==> config.mk <==
export PLATFORM = sky130hd
export DESIGN_NAME = spi_cmd_slave
export DESIGN_NICKNAME = d
export VERILOG_FILES = /design/src/rtl/spi_cmd_pkg.sv /design/src/rtl/spi_pin_sync.sv /design/src/rtl/spi_byte_rx.sv /design/src/rtl/spi_tx_shift.sv /design/src/rtl/spi_cmd_ctrl.sv /design/src/rtl/spi_cmd_slave.sv
export SDC_FILE = /design/constraint.sdc
export NUM_CORES = 1
export LEC_CHECK = 0
export ABC_AREA = 0
export BUFFER_PORTS_ARGS = -buffer_cell sky130_fd_sc_hd__buf_2
export CAP_MARGIN = 30
export CORE_MARGIN = 5
export CORE_UTILIZATION = 50
export DETAILED_ROUTE_END_ITERATION = 16
export GPL_TIMING_DRIVEN = 0
export PLACE_DENSITY_LB_ADDON = 0.12
export SETUP_SLACK_MARGIN = 0.4
export SYNTH_ARGS = -nofsm -noshare
export SYNTH_HDL_FRONTEND = slang
export SYNTH_HIERARCHICAL = 1
export SYNTH_SLANG_ARGS = --single-unit
export TNS_END_PERCENT = 20
==> constraint.sdc <==
create_clock -name clk -period 4.75 [get_ports clk]
set_input_delay 0.7125 -clock clk [delete_from_list [all_inputs] [get_ports clk]]
set_output_delay 0.7125 -clock clk [all_outputs]
set_load 0.01 [all_outputs]
==> src/rtl/spi_cmd_pkg.sv <==
`timescale 1ns/1ps
package spi_cmd_pkg;
  localparam int BYTE_W = 8;
  localparam logic [BYTE_W-1:0] OP_TX_STREAM = 8'h01;
  localparam logic [BYTE_W-1:0] OP_RX_STREAM = 8'h03;
  localparam logic [3:0]        OP_REG_RD_HI = 4'h8;
  localparam logic [3:0]        OP_REG_WR_HI = 4'hC;

  typedef enum logic [2:0] {
    MD_CMD, MD_RXSTR, MD_TXSTR, MD_REGRD, MD_REGWR, MD_SKIP
  } mode_e;

  function automatic mode_e decode_op(input logic [BYTE_W-1:0] op);
    if (op == OP_TX_STREAM)              return MD_TXSTR;
    else if (op == OP_RX_STREAM)         return MD_RXSTR;
    else if (op[7:4] == OP_REG_RD_HI)    return MD_REGRD;
    else if (op[7:4] == OP_REG_WR_HI)    return MD_REGWR;
    else                                 return MD_SKIP;
  endfunction
endpackage

==> src/rtl/spi_pin_sync.sv <==
`timescale 1ns/1ps
module spi_pin_sync #(
  parameter int STAGES = 2
) (
  input  logic clk,
  input  logic rst,
  input  logic sclk_i,
  input  logic mosi_i,
  input  logic ss_n_i,
  output logic sclk_rise_o,
  output logic sclk_fall_o,
  output logic mosi_o,
  output logic active_o
);
  localparam int NPIN = 3;
  localparam logic [NPIN-1:0] IDLE_LVL = 3'b100;

  logic [NPIN-1:0] pin_raw;
  logic [NPIN-1:0] pin_s;
  logic            sclk_prev_q;

  assign pin_raw = {ss_n_i, mosi_i, sclk_i};

  generate
    for (genvar p = 0; p < NPIN; p++) begin : g_pin
      logic [STAGES-1:0] chain_q;
      always_ff @(posedge clk) begin
        if (rst) chain_q <= {STAGES{IDLE_LVL[p]}};
        else     chain_q <= {chain_q[STAGES-2:0], pin_raw[p]};
      end
      assign pin_s[p] = chain_q[STAGES-1];
    end
  endgenerate

  always_ff @(posedge clk) begin
    if (rst) sclk_prev_q <= 1'b0;
    else     sclk_prev_q <= pin_s[0];
  end

  assign sclk_rise_o = pin_s[0] & ~sclk_prev_q;
  assign sclk_fall_o = ~pin_s[0] & sclk_prev_q;
  assign mosi_o      = pin_s[1];
  assign active_o    = ~pin_s[2];
endmodule

==> src/rtl/spi_byte_rx.sv <==
`timescale 1ns/1ps
module spi_byte_rx #(
  parameter int W = 8
) (
  input  logic         clk,
  input  logic         rst,
  input  logic         active_i,
  input  logic         rise_i,
  input  logic         mosi_i,
  output logic         byte_done_o,
  output logic [W-1:0] byte_o,
  output logic         bit_zero_o
);
  localparam int CW = $clog2(W);
  localparam logic [CW-1:0] LAST = CW'(W - 1);

  logic [CW-1:0] bit_q;
  logic [W-2:0]  sh_q;

  always_ff @(posedge clk) begin
    if (rst) begin
      bit_q <= '0;
      sh_q  <= '0;
    end else if (!active_i) begin
      bit_q <= '0;
    end else if (rise_i) begin
      sh_q  <= {sh_q[W-3:0], mosi_i};
      bit_q <= (bit_q == LAST) ? '0 : bit_q + 1'b1;
    end
  end

  assign byte_done_o = rise_i & active_i & (bit_q == LAST);
  assign byte_o      = {sh_q, mosi_i};
  assign bit_zero_o  = (bit_q == '0);
endmodule

==> src/rtl/spi_tx_shift.sv <==
`timescale 1ns/1ps
module spi_tx_shift #(
  parameter int W = 8
) (
  input  logic         clk,
  input  logic         rst,
  input  logic         active_i,
  input  logic         fall_i,
  input  logic         load_i,
  input  logic [W-1:0] load_data_i,
  output logic         miso_o
);
  logic [W-1:0] sh_q;

  always_ff @(posedge clk) begin
    if (rst || !active_i)  sh_q <= '0;
    else if (fall_i)       sh_q <= load_i ? load_data_i : {sh_q[W-2:0], 1'b0};
  end

  assign miso_o = sh_q[W-1];
endmodule

==> src/rtl/spi_cmd_ctrl.sv <==
`timescale 1ns/1ps
module spi_cmd_ctrl
  import spi_cmd_pkg::*;
#(
  parameter int ADDR_W = 12,
  parameter int REG_W  = 32,
  parameter int IDX_W  = 4
) (
  input  logic              clk,
  input  logic              rst,
  input  logic              active_i,
  input  logic              byte_done_i,
  input  logic [BYTE_W-1:0] byte_i,
  input  logic              fall_i,
  input  logic              bit_zero_i,
  output logic              load_o,
  output logic [BYTE_W-1:0] load_data_o,
  output logic              rxb_we_o,
  output logic [ADDR_W-1:0] rxb_addr_o,
  output logic [BYTE_W-1:0] rxb_wdata_o,
  output logic [ADDR_W-1:0] txb_addr_o,
  input  logic [BYTE_W-1:0] txb_rdata_i,
  output logic [IDX_W-1:0]  reg_idx_o,
  input  logic [REG_W-1:0]  reg_rdata_i,
  output logic              reg_we_o,
  output logic [REG_W-1:0]  reg_wdata_o
);
  localparam int REG_BYTES = REG_W / BYTE_W;
  localparam int CNT_W     = $clog2(REG_BYTES + 1);
  localparam logic [CNT_W-1:0] CNT_END = CNT_W'(REG_BYTES);
  localparam logic [CNT_W-1:0] CNT_LST = CNT_W'(REG_BYTES - 1);

  mode_e                     mode_q;
  logic [ADDR_W-1:0]         wptr_q;
  logic [CNT_W-1:0]          cnt_q;
  logic [REG_W-BYTE_W-1:0]   acc_q;
  logic [REG_W-1:0]          hold_q;

  assign load_o = fall_i & bit_zero_i;

  always_comb begin
    load_data_o = '0;
    case (mode_q)
      MD_TXSTR: load_data_o = txb_rdata_i;
      MD_REGRD: begin
        if (cnt_q == '0)          load_data_o = reg_rdata_i[REG_W-1 -: BYTE_W];
        else if (cnt_q < CNT_END) load_data_o = hold_q[REG_W-1 -: BYTE_W];
      end
      default: load_data_o = '0;
    endcase
  end

  always_ff @(posedge clk) begin
    if (rst) begin
      mode_q      <= MD_CMD;
      wptr_q      <= '0;
      cnt_q       <= '0;
      acc_q       <= '0;
      hold_q      <= '0;
      rxb_we_o    <= 1'b0;
      rxb_addr_o  <= '0;
      rxb_wdata_o <= '0;
      txb_addr_o  <= '0;
      reg_idx_o   <= '0;
      reg_we_o    <= 1'b0;
      reg_wdata_o <= '0;
    end else begin
      rxb_we_o <= 1'b0;
      reg_we_o <= 1'b0;
      if (!active_i) begin
        mode_q     <= MD_CMD;
        wptr_q     <= '0;
        txb_addr_o <= '0;
        cnt_q      <= '0;
      end else begin
        if (byte_done_i) begin
          case (mode_q)
            MD_CMD: begin
              mode_q    <= decode_op(byte_i);
              reg_idx_o <= byte_i[IDX_W-1:0];
            end
            MD_RXSTR: begin
              rxb_we_o    <= 1'b1;
              rxb_addr_o  <= wptr_q;
              rxb_wdata_o <= byte_i;
              wptr_q      <= wptr_q + 1'b1;
            end
            MD_REGWR: begin
              if (cnt_q < CNT_END) begin
                acc_q <= {acc_q[REG_W-2*BYTE_W-1:0], byte_i};
                cnt_q <= cnt_q + 1'b1;
                if (cnt_q == CNT_LST) begin
                  reg_we_o    <= 1'b1;
                  reg_wdata_o <= {acc_q, byte_i};
                end
              end
            end
            default: ;
          endcase
        end
        if (load_o) begin
          case (mode_q)
            MD_TXSTR: txb_addr_o <= txb_addr_o + 1'b1;
            MD_REGRD: begin
              if (cnt_q < CNT_END) begin
                cnt_q  <= cnt_q + 1'b1;
                hold_q <= (cnt_q == '0) ? (reg_rdata_i << BYTE_W) : (hold_q << BYTE_W);
              end
            end
            default: ;
          endcase
        end
      end
    end
  end
endmodule

==> src/rtl/spi_cmd_slave.sv <==
`timescale 1ns/1ps
module spi_cmd_slave #(
  parameter int ADDR_W      = 12,
  parameter int REG_W       = 32,
  parameter int IDX_W       = 4,
  parameter int SYNC_STAGES = 2
) (
  input  logic              clk,
  input  logic              rst,
  input  logic              spi_sclk_i,
  input  logic              spi_mosi_i,
  input  logic              spi_ss_n_i,
  output logic              spi_miso_o,
  output logic              rxb_we_o,
  output logic [ADDR_W-1:0] rxb_addr_o,
  output logic [7:0]        rxb_wdata_o,
  output logic [ADDR_W-1:0] txb_addr_o,
  input  logic [7:0]        txb_rdata_i,
  output logic [IDX_W-1:0]  reg_idx_o,
  input  logic [REG_W-1:0]  reg_rdata_i,
  output logic              reg_we_o,
  output logic [REG_W-1:0]  reg_wdata_o
);
  localparam int BW = spi_cmd_pkg::BYTE_W;

  logic          rise, fall, mosi_s, active;
  logic          byte_done, bit_zero, load;
  logic [BW-1:0] byte_val, load_data;

  spi_pin_sync #(.STAGES(SYNC_STAGES)) u_sync (
    .clk(clk), .rst(rst), .sclk_i(spi_sclk_i), .mosi_i(spi_mosi_i), .ss_n_i(spi_ss_n_i),
    .sclk_rise_o(rise), .sclk_fall_o(fall), .mosi_o(mosi_s), .active_o(active)
  );

  spi_byte_rx #(.W(BW)) u_rx (
    .clk(clk), .rst(rst), .active_i(active), .rise_i(rise), .mosi_i(mosi_s),
    .byte_done_o(byte_done), .byte_o(byte_val), .bit_zero_o(bit_zero)
  );

  spi_cmd_ctrl #(.ADDR_W(ADDR_W), .REG_W(REG_W), .IDX_W(IDX_W)) u_ctrl (
    .clk(clk), .rst(rst), .active_i(active), .byte_done_i(byte_done), .byte_i(byte_val),
    .fall_i(fall), .bit_zero_i(bit_zero), .load_o(load), .load_data_o(load_data),
    .rxb_we_o(rxb_we_o), .rxb_addr_o(rxb_addr_o), .rxb_wdata_o(rxb_wdata_o),
    .txb_addr_o(txb_addr_o), .txb_rdata_i(txb_rdata_i),
    .reg_idx_o(reg_idx_o), .reg_rdata_i(reg_rdata_i),
    .reg_we_o(reg_we_o), .reg_wdata_o(reg_wdata_o)
  );

  spi_tx_shift #(.W(BW)) u_tx (
    .clk(clk), .rst(rst), .active_i(active), .fall_i(fall),
    .load_i(load), .load_data_i(load_data), .miso_o(spi_miso_o)
  );
endmodule

Yosys cells after proc, flatten, opt, wreduce, memory -nomap -nowiden
Cells that the tools add are included.
Widths: inputs -> output; s select.
- bits of input ports: 45
- output and inout bits: 71
- register bits: 169
- bitwise operators: 11
- add/subtract/negate cells: 4
- equality and inequality tests: 10
- reductions and logical operators: 16
- magnitude comparators: 1
- multiplexer cells: 18
- operators by type and width (kind ; count):
    $mux 32 ; 1
    $mux 3 ; 10
    $add 12x1->12 const B ; 2
    $mux 8 ; 3
    $pmux 8 s2 ; 1
    $eq 3x2->1 const B ; 3
    $logic_not 3->1 ; 3
    $eq 4x4->1 const B ; 2
    $eq 8x1->1 const B ; 1
    $eq 8x2->1 const B ; 1
    $reduce_and 2->1 ; 4
    $reduce_and 4->1 ; 2
    $add 3x1->3 const B ; 2
    $eq 3x3->1 const B ; 2
    $not 1->1 ; 6
    $reduce_and 3->1 ; 2
    $and 1x1->1 ; 5
    $reduce_and 5->1 ; 1
    $reduce_or 5->1 ; 1
    $eq 3x1->1 const B ; 1
    $lt 3x3->1 const B ; 1
    $mux 1 ; 3
    $reduce_or 3->1 ; 1
    $reduce_or 2->1 ; 1
    $logic_or 1x1->1 ; 1

Logic depth before layout (Yosys ltp)
- word-level depth: 8
- mapped depth: 10
- mapped depth without buffers: 8

Cells and area by module
The synthesis kept the hierarchy.
- modules (own cells, without submodules) (module ; area an instance (um^2) ; cells an instance ; instances ; seq. area each (um^2)):
    spi_cmd_ctrl ; 5426.5 ; 667 ; 1 ; 2722.6
    spi_byte_rx ; 490.5 ; 51 ; 1 ; 200.2
    spi_tx_shift ; 370.4 ; 36 ; 1 ; 160.2
    spi_pin_sync ; 200.2 ; 17 ; 1 ; 140.1

Worst setup path after synthesis
No wires, ideal clock.
- path kind: register to register
- start: register u_sync.g_pin[0].chain_q[1]
- end: register u_ctrl.reg_wdata_o[6]
- slack: 2.721 ns
- required time: 4.680 ns
- clock period less this slack: 2.029 ns
- path buffers: 4
- data arrival time: 1.959 ns
- cell stages (with the launch flop): 11
- path through: dfxtp_1 nor2b_1 buf_6 buf_4 and3_1 nor4bb_1 and3_1 clkbuf_1 buf_2 nand2_1 a21oi_1
- cells in the longest elaborated chain, start to end: 4
- ends and longest elaborated chain (element ; RTL line ; source):
    start, declared ; spi_pin_sync.sv:26 ; logic [STAGES-1:0] chain_q;
    start signal, assigned ; spi_pin_sync.sv:28 ; if (rst) chain_q <= {STAGES{IDLE_LVL[p]}};
    start signal, assigned ; spi_pin_sync.sv:29 ; else chain_q <= {chain_q[STAGES-2:0], pin_raw[p]};
    $and 1x1->1 ; spi_pin_sync.sv:40 ; assign sclk_rise_o = pin_s[0] & ~sclk_prev_q;
    named net rise ; spi_cmd_slave.sv:26 ; logic rise, fall, mosi_s, active;
    $and 1x1->1 (2 in a row) ; spi_byte_rx.sv:32 ; assign byte_done_o = rise_i & active_i & (bit_q == LAST);
    named net byte_done ; spi_cmd_slave.sv:27 ; logic byte_done, bit_zero, load;
    $reduce_and 5->1 (no source line) ; n/a ;
    end signal, assigned ; spi_cmd_ctrl.sv:94 ; reg_wdata_o <= {acc_q, byte_i};
    end, declared ; spi_cmd_ctrl.sv:26 ; output logic [REG_W-1:0] reg_wdata_o
The timed path passes the listed nets, and every way through them passes these cells.
A chain may end at the register's enable or synchronous reset.

Worst setup path after layout
- start: register u_sync.g_pin[0].chain_q[1]
- end: register u_ctrl.acc_q[17]
- cells in the longest elaborated chain, start to end: 4
- ends and longest elaborated chain (element ; RTL line ; source):
    $and 1x1->1 ; spi_pin_sync.sv:40 ;
    named net rise ; spi_cmd_slave.sv:26 ;
    $and 1x1->1 (2 in a row) ; spi_byte_rx.sv:32 ;
    named net byte_done ; spi_cmd_slave.sv:27 ;
    $reduce_and 4->1 (no source line) ; n/a ;
    end signal, assigned ; spi_cmd_ctrl.sv:90 ; acc_q <= {acc_q[REG_W-2*BYTE_W-1:0], byte_i};
    end, declared ; spi_cmd_ctrl.sv:36 ; logic [REG_W-BYTE_W-1:0] acc_q;
The timed path passes the listed nets, and every way through them passes these cells.

==> metrics.csv <==
metric,value,unit
status,"complete, no violations",
portBuffers,115,
worstSkewPairLatency,420,ps
fin_tns_setup,0,ps
synth_cells,771,
synth_edf_count,0,
grt_use_total,0.2095,
fin_skew,6.138,ps
dp_slack,2099,ps
cts.clk_slew.worst_paths,60,ps
synth_top_area_frac,0.4968,
pin_count,116,
drive_above_1_share,0.1906,
antenna_cells,0,
ys_types,47,
finalCritPeriodShare,0.5659,
ys_warn_count,6,
grt_setup_unrepaired,false,
wl,15820,um
fin_crit,2688,ps
yosys_register_bits,161,
dr_total_vias,5727,
drt-initial-drc-count,342,
grt_max_degree,17,
drc_errors,0,
yosysSeqAreaShare,0.4968,
hold-path-endpoint,u_sync/g_pin[2].chain_q[1],
end_kind,flip-flop,
postCtsResizedCells,0,
cts_hold_buf,0,
grt_pass1_vias,5260,
cts_num_sinks,161,
start_kind,flip-flop,
hp-start,u_sync/g_pin[2].chain_q[0],
setup.worst_path.class,reg -> reg,
vias_per_cell,5.254,
internal-power,2.123,mW
cts_setup_buffers,0,
grt.overflow.total,0,
holdPathStages,1,
r2r-end,u_ctrl/acc_q[17],
worst-path-buf-inv,3,
crit_slowest_cell,nor3_1,
reg2reg_from,u_sync/g_pin[0].chain_q[1],
combPwrFrac,0.026,
hold_viol,0,
nNetsFinal,957,
power_frac_seq,0.504,
dp_hpwl,11720,um
vdd_drop_max,0.0002292,V
power.switching,0.5614,mW
cp_top_family,simple AND/OR/NAND/NOR gates,
setup_viol,0,
cp_cell_sequence,"nor2b_1, buf_6, buf_4, and3_1, nand4bb_1, nor3_1, clkbuf_1, nand2_1, a21oi_1",
p_per_area,342.9,nW/um2
syn_avg_cell_area,8.414,um2
worstRegToRegCells,9,
wire_per_inst,14.51,um
max_slew_margin,0.4404,
drv_slew,0,
synth-async-reset-ratio,0,
ant_nets,0,
die_x,123.9,um
postLayoutCellArea,7829,um2
stdcell_count,1090,
setup_slack,2062,ps
coreArea,12670,um2
reg2reg_slack,2060,ps
arrival,3040,ps
synth_top_cells_by_count,"188 x nand2_1, 161 x dfxtp_1, 103 x a21oi_1",
dp_cells,1058,
startpoint,u_sync/g_pin[0].chain_q[1],
tightest_slew,833.0,ps
netSwitchingFraction,0.2091,
synth_area_leader_cell,dfxtp_1,
die-area,15350,um2
syn_to_final_growth,20.68,%
synthTopCellsByArea,"dfxtp_1 50%, nand2_1 11%, a21oi_1 7.9%, mux2i_1 5.1%, nor2_1 3.0%",
hp-class,reg -> reg,
crit_required,5100,ps
die_h,123.9,um
start_util,0.5120,
place_congestion,0.8363,
num_rows,41,
synth_most_common_cell,nand2_1,
antenna_found_initial,0,
cp_slowest_stage_delay,670,ps
cts_tree,done,
fmax,372.0,MHz
grt_pass1_wl,25110,um
total_leakage_power,3.010,nW
post_synth_instance_area,6487,um2
htreeDepth,4,
cts_buffers,17,
cts_buffer_depth,2,
cap_viol_max_count,0,
cts_root_buffer,clkbuf_16,
dr.pass1.iters,5,
placed_cell_area,7278,um2
syn-num-nets,823,
synthFlopType,dfxtp_1,
critPathMaxFanout,10,
pwr-share-clk,0.470,
## worst max path at each step
stage / end / slack, ps / cells after the start
2_1_floorplan: u_ctrl/reg_wdata_o[6] / 2720 / 10
3_5_place_dp: u_ctrl/acc_q[17] / 2100 / 9
4_1_cts: u_ctrl/acc_q[17] / 2070 / 9
5_1_grt: u_ctrl/acc_q[22] / 1790 / 9
3_3_place_gp: u_ctrl/acc_q[17] / 2170 / 9
6_report: u_ctrl/acc_q[17] / 2060 / 9
## flip-flops by register name, indices dropped and copies added, names as in the netlist, 8 cells and up
name / cells
u_tx/sh_q: 8
u_ctrl/wptr_q: 12
u_ctrl/hold_q: 24
u_ctrl/reg_wdata_o: 32
u_ctrl/rxb_wdata_o: 8
u_ctrl/acc_q: 24
u_ctrl/rxb_addr_o: 12
u_ctrl/txb_addr_o: 12
## metrics by stage
stage                     utilization  power [mW]  hold slack, ps
after CTS                      0.6179       2.713           406.9
final                          0.6179       2.685           402.1
after global routing           0.6179       2.778           434.3
after floorplan                     -       1.420           383.2
after detailed placement       0.5744       1.453           393.3
after global placement         0.5744       1.451           389.4
## cells in the final DEF (no fill, tap or decap), types with 10 or more instances in the layout
master     instances
nand2_1          188
dfxtp_1          161
buf_2            124
a21oi_1          103
nor2_1            51
clkbuf_1          40
mux2i_1           33
nand3_1           31
a211oi_1          21
clkbuf_16         17
o21ai_0           14
inv_1             10
xnor2_1           10
nor2b_1           10
## power by group through the flow
| stage | sequential (mW) | combinational [mW] | clock, mW |
|---|---|---|---|
| after global routing | 1.35 | 0.0765 | 1.35 |
| after CTS | 1.35 | 0.0693 | 1.29 |
| after detailed placement | 1.38 | 0.0689 | 0 |
| final | 1.35 | 0.0694 | 1.26 |
| after floorplan | 1.38 | 0.0360 | 0 |
| after global placement | 1.38 | 0.0672 | 0 |
## layout make-up
cell class                 instances  area, um2
fill                            1137       4842
sequential                       161       3223
multi-input combinational        546       2975
timing repair buffer             115      575.6
clock buffer                      22      464.2
buffer                            54      251.5
tap                              172      215.2
clock inverter                    10      86.33
inverter                          10      37.54
## metal layers
layer | vias to the layer above | wire length (um) | part of all wire | track usage
li1 | 2885 | - | - | -
met1 | 2692 | 7398 | 0.47 | 0.2834
met2 | 128 | 7306 | 0.46 | 0.3275
met3 | 22 | 815 | 0.052 | 0.04768
met4 | 0 | 298 | 0.019 | 0.07940
met5 | - | 0 | 0 | 0
## cells by family after synthesis
group | Yosys count | synth area share
AND/OR/NAND/NOR | 332 | 0.2307
flip-flops | 161 | 0.4968
AO/OA/AOI/OAI | 157 | 0.1406
buffers and inverters | 64 | 0.04455
multiplexers | 33 | 0.05092
XOR/XNOR | 17 | 0.02295
adder cells (fa/ha/maj) | 7 | 0.01350
Note: power is estimated with default switching activity, not from simulation.
